**config.mk**
```make
export PLATFORM = sky130hd
export DESIGN_NAME = bridge_fire_seq
export DESIGN_NICKNAME = d
export VERILOG_FILES = /design/src/rtl/bfs_pkg.sv /design/src/rtl/bfs_zc_gate.sv /design/src/rtl/bfs_seq.sv /design/src/rtl/bfs_stretch.sv /design/src/rtl/bridge_fire_seq.sv
export SDC_FILE = /design/constraint.sdc
export NUM_CORES = 1
export LEC_CHECK = 0
export ABC_AREA = 1
export BUFFER_PORTS_ARGS = -buffer_cell sky130_fd_sc_hd__buf_2
export CAP_MARGIN = 5
export CORE_ASPECT_RATIO = 0.8
export CORE_MARGIN = 4
export CORE_UTILIZATION = 35
export DETAILED_ROUTE_END_ITERATION = 10
export RECOVER_POWER = 25
export SETUP_SLACK_MARGIN = 0.2
export SLEW_MARGIN = 20
export SYNTH_ARGS = -nofsm -noshare
export SYNTH_HDL_FRONTEND = slang
export SYNTH_SLANG_ARGS = --single-unit
```
**constraint.sdc**
```tcl
create_clock -name clk -period 8.3 [get_ports clk]
set_input_delay 0.83 -clock clk [delete_from_list [all_inputs] [get_ports clk]]
set_output_delay 0.83 -clock clk [all_outputs]
set_load 0.01 [all_outputs]
```
**src/rtl/bfs_pkg.sv**
```systemverilog
package bfs_pkg;

    localparam int BFS_PHASES = 6;

    typedef enum logic {
        SQ_IDLE = 1'b0,
        SQ_RUN  = 1'b1
    } seq_state_e;

    // shift used with the constant reciprocal of six
    function automatic int div6_shift(input int pw);
        return pw + 3;
    endfunction

endpackage

```
**src/rtl/bfs_zc_gate.sv**
```systemverilog
module bfs_zc_gate #(
    parameter int VW         = 16,
    parameter int PW         = 20,
    parameter int HOLD_TICKS = 2500000
) (
    input  logic                 clk,
    input  logic                 rst,
    input  logic                 en,
    input  logic signed [VW-1:0] v_sync,
    input  logic [PW-1:0]        period,
    output logic                 accept
);
    localparam int HW = $clog2(HOLD_TICKS + 1);
    localparam logic [HW-1:0] HOLD_END  = HW'(HOLD_TICKS);
    localparam logic [PW-1:0] SINCE_MAX = '1;

    logic [HW-1:0] ho_q;
    logic          prev_neg_q;
    logic          have_q;
    logic [PW-1:0] since_q;
    logic [PW-1:0] half_q;
    logic          cur_neg;
    logic          ho_done;
    logic          spaced;

    assign cur_neg = v_sync[VW-1];
    assign ho_done = (ho_q == HOLD_END);
    assign spaced  = !have_q || (since_q >= half_q);
    assign accept  = en && ho_done && prev_neg_q && !cur_neg && spaced;

    always_ff @(posedge clk) begin
        if (rst) prev_neg_q <= 1'b0;
        else     prev_neg_q <= cur_neg;
    end

    always_ff @(posedge clk) begin
        if (rst || !en)    ho_q <= '0;
        else if (!ho_done) ho_q <= ho_q + 1'b1;
    end

    always_ff @(posedge clk) begin
        if (rst || !en) begin
            since_q <= '0;
            have_q  <= 1'b0;
            half_q  <= '0;
        end else if (accept) begin
            since_q <= PW'(1);
            have_q  <= 1'b1;
            half_q  <= period >> 1;
        end else if (since_q != SINCE_MAX) begin
            since_q <= since_q + 1'b1;
        end
    end

    // acceptance only follows a negative sample
    a_r1_after_negative: assert property (@(posedge clk) disable iff (rst)
        accept |-> $past(v_sync[VW-1]));

    // hold-off restarts on a rising enable
    a_r6_holdoff_restart: assert property (@(posedge clk) disable iff (rst)
        $rose(en) |-> !accept);

endmodule

```
**src/rtl/bfs_seq.sv**
```systemverilog
module bfs_seq
    import bfs_pkg::*;
#(
    parameter int PW  = 20,
    parameter int AW  = 12,
    parameter int NPH = BFS_PHASES
) (
    input  logic           clk,
    input  logic           rst,
    input  logic           en,
    input  logic           accept,
    input  logic [PW-1:0]  period,
    input  logic [AW-1:0]  alpha,
    output logic [NPH-1:0] fire
);
    localparam int RSH = div6_shift(PW);
    localparam int IW  = $clog2(NPH);
    localparam logic [PW:0]   RECIP = (PW+1)'((64'd1 << RSH) / 6 + 1);
    localparam logic [IW-1:0] LAST  = IW'(NPH - 1);

    logic [2*PW:0]    div_prod;
    logic [PW-1:0]    step_raw;
    logic [PW-1:0]    step_eff;
    logic [PW+AW-1:0] dly_prod;
    logic [PW-1:0]    dly;

    seq_state_e    st_q;
    logic [IW-1:0] idx_q;
    logic [PW-1:0] cnt_q;
    logic [PW-1:0] step_q;
    logic          due;

    assign div_prod = (2*PW+1)'(period) * (2*PW+1)'(RECIP);
    assign step_raw = PW'(div_prod >> RSH);
    assign step_eff = (step_raw == '0) ? PW'(1) : step_raw;
    assign dly_prod = (PW+AW)'(period) * (PW+AW)'(alpha);
    assign dly      = dly_prod[PW+AW-1:AW];
    assign due      = (st_q == SQ_RUN) && (cnt_q == '0);

    always_comb begin
        fire = '0;
        if (due) fire[idx_q] = 1'b1;
    end

    always_ff @(posedge clk) begin
        if (rst || !en) begin
            st_q   <= SQ_IDLE;
            idx_q  <= '0;
            cnt_q  <= '0;
            step_q <= '0;
        end else if (accept) begin
            st_q   <= SQ_RUN;
            idx_q  <= '0;
            cnt_q  <= dly;
            step_q <= step_eff;
        end else if (due) begin
            if (idx_q == LAST) begin
                st_q <= SQ_IDLE;
            end else begin
                idx_q <= idx_q + 1'b1;
                cnt_q <= step_q - 1'b1;
            end
        end else if (st_q == SQ_RUN) begin
            cnt_q <= cnt_q - 1'b1;
        end
    end

    // at most one line fires per tick
    a_r3_single_fire: assert property (@(posedge clk) disable iff (rst)
        $onehot0(fire));

    // an accepted crossing restarts at the first line
    a_r8_restart_s1: assert property (@(posedge clk) disable iff (rst)
        (accept && en) |=> (st_q == SQ_RUN && idx_q == '0));

endmodule

```
**src/rtl/bfs_stretch.sv**
```systemverilog
module bfs_stretch #(
    parameter int WIDTH = 250
) (
    input  logic clk,
    input  logic rst,
    input  logic clr,
    input  logic fire,
    output logic gate
);
    localparam int CW = $clog2(WIDTH + 1);
    localparam logic [CW-1:0] LOADV = CW'(WIDTH - 1);

    logic [CW-1:0] cnt_q;

    always_ff @(posedge clk) begin
        if (rst || clr) begin
            gate  <= 1'b0;
            cnt_q <= '0;
        end else if (fire) begin
            gate  <= 1'b1;
            cnt_q <= LOADV;
        end else if (cnt_q != '0) begin
            cnt_q <= cnt_q - 1'b1;
        end else begin
            gate <= 1'b0;
        end
    end

    // a fire strobe raises the line on the next tick
    a_r5_fire_raises: assert property (@(posedge clk) disable iff (rst)
        (!clr && fire) |=> gate);

    // clearing forces the line low
    a_r6_clear_low: assert property (@(posedge clk) disable iff (rst)
        clr |=> !gate);

endmodule

```
**src/rtl/bridge_fire_seq.sv**
```systemverilog
module bridge_fire_seq
    import bfs_pkg::*;
#(
    parameter int VW          = 16,
    parameter int PW          = 20,
    parameter int AW          = 12,
    parameter int PULSE_TICKS = 250,
    parameter int HOLD_TICKS  = 2500000
) (
    input  logic                 clk,
    input  logic                 rst,
    input  logic                 en,
    input  logic signed [VW-1:0] v_sync,
    input  logic [PW-1:0]        period,
    input  logic [AW-1:0]        alpha,
    output logic [5:0]           gate
);
    logic                  accept;
    logic [BFS_PHASES-1:0] fire;

    bfs_zc_gate #(.VW(VW), .PW(PW), .HOLD_TICKS(HOLD_TICKS)) u_zc (
        .clk(clk), .rst(rst), .en(en), .v_sync(v_sync),
        .period(period), .accept(accept)
    );

    bfs_seq #(.PW(PW), .AW(AW), .NPH(BFS_PHASES)) u_seq (
        .clk(clk), .rst(rst), .en(en), .accept(accept),
        .period(period), .alpha(alpha), .fire(fire)
    );

    for (genvar k = 0; k < BFS_PHASES; k++) begin : g_line
        bfs_stretch #(.WIDTH(PULSE_TICKS)) u_str (
            .clk(clk), .rst(rst), .clr(!en),
            .fire(fire[k]), .gate(gate[k])
        );
    end

    // reset leaves every line low
    a_r9_reset_quiet: assert property (@(posedge clk)
        rst |=> (gate == '0));

endmodule

```
# Word level (Yosys, flattened, before mapping)
# Index checks and enable logic that the tools add are counted.
dict set report word_totals {
  mem_count 0
  rom_bits 0
  latchBits 0
  ramBits 0
  output_inout_bits 6
  inputBits 51
  register_bits 161
}
dict set report classes {
  add_sub_neg 11
  bitwise 1
  shifts 0
  n_div 0
  multipliers 2
  eq_ne 10
  n_lt_le_gt_ge 3
  mux 37
  n_reduce_logical 39
}
# op n
set ops {}
lappend ops {{8-bit two-way mux} 12}
lappend ops {{20-bit two-way mux} 4}
lappend ops {{8-bit nonzero test} 6}
lappend ops {{8-bit by 1-bit subtractor with 8-bit output (second input constant)} 6}
lappend ops {{20-bit zero test} 2}
lappend ops {{20-bit by 20-bit multiplier with 40-bit output (second input constant)} 1}
lappend ops {{20-bit by 1-bit subtractor with 20-bit output (second input constant)} 2}
lappend ops {{20-bit by 12-bit multiplier with 32-bit output} 1}
lappend ops {{22-bit by 1-bit adder with 22-bit output (second input constant)} 1}
lappend ops {{22-bit == test (second input constant)} 1}
lappend ops {{20-bit by 1-bit adder with 20-bit output (second input constant)} 1}
lappend ops {{20-bit by 19-bit greater-or-equal comparator with 1-bit output} 1}
lappend ops {{20-bit inequality test (second input constant)} 1}
lappend ops {{1-bit two-way mux} 18}
lappend ops {{18-bit two-way mux} 1}
lappend ops {{2-bit nonzero test} 9}
lappend ops {{2-bit OR reduction} 7}
lappend ops {{2-bit inequality test (second input constant)} 6}
lappend ops {{1-bit logical AND} 6}
lappend ops {{6-bit two-way mux} 1}
lappend ops {{2-bit AND reduction} 3}
lappend ops {{3-bit by 4-bit less-than comparator with 1-bit output (second input constant)} 1}
lappend ops {{3-bit by 1-bit adder with 3-bit output (second input constant)} 1}
lappend ops {{1-bit demux with 3-bit select} 1}
lappend ops {{7 further kinds} 10}

# Longest topological paths before layout
dict set report depth {
  ltp_word 7
  ltp_mapped 30
  ltp_nobuf 30
}

# Hierarchy
# From an unflattened synthesis, not the netlist that was laid out.
dict set report unflattened {
  hier_cells 3497
  hier_area_um2 25194.2
}
# module instances area_per_inst_um2 seq_area_each_um2 cells_each
set modules_own_cells {}
lappend modules_own_cells {bfs_seq 1 18602.8 840.8 2557}
lappend modules_own_cells {bfs_zc_gate 1 3532.1 1261.2 513}
lappend modules_own_cells {bfs_stretch 6 509.2 180.2 71}
lappend modules_own_cells {bridge_fire_seq 1 3.8 0.0 1}

# Worst setup path after synthesis
# Ideal clock, no wire load.
dict set report synth_path {
  kind {input-to-reg}
  from {in period[4]}
  to {reg u_seq.step_q[0]}
  arrival_time_ps 5496
  path_buffers 0
  required_time_ps 8230
  setup_slack_ps 2734
  path_stages 28
  cell_sequence {ha_1 > ha_1 > inv_1 > fa_1 > inv_1 > fa_1 > inv_1 > fa_1 > inv_1 > fa_1 > inv_1 > fa_1 > inv_1 > ha_1 > nand2_1 > nor2_1 > nand2_1 > nor2_1 > inv_1 > nand2_1 > nand2_1 > nand3_1 > nand2_1 > nor2_1 > nand2_1 > nor2_1 > nand4_1 > a21oi_1}
}
dict set report synth_between {
  elab_chain_len 3
}
# item line
set synth_rtl {}
lappend synth_rtl {{start, declared} bridge_fire_seq.sv:14} ;# input logic [PW-1:0] period,
lappend synth_rtl {{20-bit by 20-bit multiplier with 40-bit output *} bfs_seq.sv:33} ;# assign div_prod = (2*PW+1)'(period) * (2*PW+1)'(RECIP);
lappend synth_rtl {{20-bit zero test} bfs_seq.sv:35} ;# assign step_eff = (step_raw == '0) ? PW'(1) : step_raw;
lappend synth_rtl {{18-bit two-way mux *} bfs_seq.sv:35}
lappend synth_rtl {{end signal, assigned} bfs_seq.sv:55} ;# step_q <= step_eff;
lappend synth_rtl {{end, declared} bfs_seq.sv:30} ;# logic [PW-1:0] step_q;
# Every way passes the cells marked *; elsewhere a longest branch is shown, timed or not.
# A chain may end at the register's enable or synchronous reset.

# Worst setup path in the final report
dict set report layout_path {
  from {in period[1]}
  to {reg u_seq.step_q[0]}
}
# Same word-level chain as after synthesis.

==> results.txt <==
Port bufs = 41
Syn-to-layout area delta = 6.55%
Critical Path Sink = u_seq.step_q[0]
Cells after Synth = 3376
Multi-input gate area = 0.0181 mm^2
# diodes = 0
Post-DP Area = 0.0256 mm^2
Tcrit/Tclk final = 78.3%
Most frequent cells in the layout = nand2_1, inv_1, fa_1, ha_1, nor2_1
CTS Buf Count = 17
Die width = 304 um
Flops & latches, synth = 159
Tightest Pin Transition = 2750 ps
Pin count of the biggest net entering global routing = 60
DP HPWL = 54.4 mm
Arrival time of the worst setup path = 6870 ps
Total Nets Final = 4021
Total Wirelength = 65.1 mm
CTS sink cnt = 159
Die ar. = 0.0746 mm^2
Reg2reg start = u_zc.half_q[9]
Synth async-reset ratio = 0%
H-tree Lvls = 4
Min Tclk post-route = 6500 ps
Remaining global-route overflow = 0
Register area = 0.00318 mm^2
Post-cts resize count = 0
Row count = 86
Clk_lat worst skew = 440 ps
Clock root buffer = clkbuf_16
Initial core utilization = 35.5%
Via count = 20559
Reg2Reg Depth = 14
Post-DRT Antenna Nets = 0
Share of post-route cells with drive strength above 1 = 4.11%
Worst setup EP type = register
Routed length per instance = 15.1 um
Number of fill cells = 7358
Largest area contributor in the netlist = fa_1
All-Layer GR Usage = 17.9%
Setup crit start = period[1]
Final Hold Viols = 0
Via/cell ratio = 4.78
First drt pass iteration count = 6
Synthesized area = 0.0246 mm^2
Post-CTS Setup Bufs = 0
Crit Path Category = primary input to register
Global-route wire length before repair = 109 mm
Fmax = 154 MHz
Synth cell types = 51
Area share of the largest cell type after synthesis = 25.6%
Syn_nets = 4031
Sequential share of the synthesized area = 12.9%
Commonest non-fill, non-tap cell in the layout = nand2_1
Maximum clock path buffer count = 2
# hold bufs at CTS = 0
Failing checks = capacitance limit, slew limit
Prevailing post-synth register cell = dfxtp_1
Core area = 0.0692 mm^2
EDFF count, synth = 0
Fin. max-slew vios = 60
Top cells by area, synth = fa_1, ha_1, dfxtp_1, nand2_1, inv_1
Post-route DRC = 0
Final Cell Area = 0.0262 mm^2
Hold WC Path Type = register to register
Fin Clk Skew = 11.6 ps
Yosys synthesis warning count = 0
Critical Path RT = 8670 ps
Unrepaired setup endpoints after global routing = no
GP Congestion = 0.925
Maximum fanout along the worst path = 11
Clock Pin Slew Worst Setup and Hold Paths = 70 ps
CTS tree = yes
Utilization after layout = 37.9%
Setup TNS Final = 0 ps
Worst setup SP type = primary input
RR Endpoint = u_seq.step_q[14]
Die Y = 245 um
Max cap viols = 1
Vias in the first global route = 20500
Reg-to-reg slack, setup = 5260 ps
Avg Synthesized Cell Area = 7.28 um^2
Top Ports = 57
Final setup violation count = 0
Slew margin rel. = -83.0%
Status = complete, but fails checks
Initial antenna violation count = 2
DR iter-0 viols = 1426
-- state kept, by name, summed over array words and instances (netlist names) --
register	flops
u_zc.have_q	1
u_zc.half_q	19
u_zc.prev_neg_q	1
g_line.u_str.gate	6
u_seq.idx_q	3
u_seq.step_q	18
u_seq.st_q	1
u_seq.cnt_q	20
g_line.u_str.cnt_q	48
u_zc.ho_q	22
u_zc.since_q	20
-- synthesized netlist by cell type (all sizes together) (8+ instances only) --
cell and count:
xor2 48, fa 314, buf 29, dfxtp 159
o21bai 12, a31oi 13, nand2 805, o22ai 13
xnor2 22, nor3 47, nor2 278, nand3 130
ha 290, o21ai 85, nand3b 8, a21o 9
clkbuf 52, nand4 56, a21oi 165, nor4 25
inv 784
-- metal layers --
metal,part of all wire [%],GRT usage (%)
met3,5.5,2.47
met4,0.93,2.41
met5,0,0
met1,51,26.8
met2,43,28.0
-- layout make-up --
class                   instances  share of cell area [%]
inverters                     784                    11.2
multi-input cells            2352                    68.9
well taps                     924                    4.41
clock inverters                15                   0.645
clock buffers                  17                    1.62
repair buffers                 52                    1.04
flip-flops and latches        159                    12.1
-- per-stage QoR --
step	std cells	setup WS (ps)	hold WS (ps)
floorplan	3376	2730	427
global placement	4271	1470	442
detailed placement	4271	1430	460
CTS	4303	1880	475
global route	4303	1410	485
finish	4303	1800	474
-- worst max-delay path, cell delays in order --
cell and delay (ps):
buf_2 380, ha_1 360, xor2_1 640, ha_1 270, nor2_1 70, fa_1 540, inv_1 50, fa_1 390
fa_1 540, fa_1 440, ha_1 300, ha_1 420, nand2_1 130, nor2_1 190, inv_1 50, o21ai_0 360
inv_1 130, nand2_1 80, nand2_1 70, nand4_1 90, nand2_1 120, nor2_1 120, nand4_1 130, a21oi_1 130
-- logic make-up after synthesis --
family | after synthesis | synth area share [%]
fa+ha+maj | 604 | 40.3
simple gates | 1367 | 23.7
compound gates | 311 | 6.93
xor+xnor | 70 | 2.49
flops | 159 | 12.9
buf+inv | 865 | 13.6
-- how the worst min path moves through the flow --
stage,from,endpoint,depth (start not counted)
floorplan,u_seq.step_q[12],u_seq.step_q[12],1
global placement,u_seq.step_q[12],u_seq.step_q[12],1
detailed placement,u_seq.cnt_q[15],u_seq.cnt_q[15],2
CTS,u_seq.cnt_q[7],u_seq.cnt_q[7],2
global route,u_seq.step_q[12],u_seq.step_q[12],1
finish,u_seq.cnt_q[7],u_seq.cnt_q[7],2
Power is left out: the tool's default activity adds up to more than one toggle a clock period on the data nets, which glitch-free logic cannot reach.
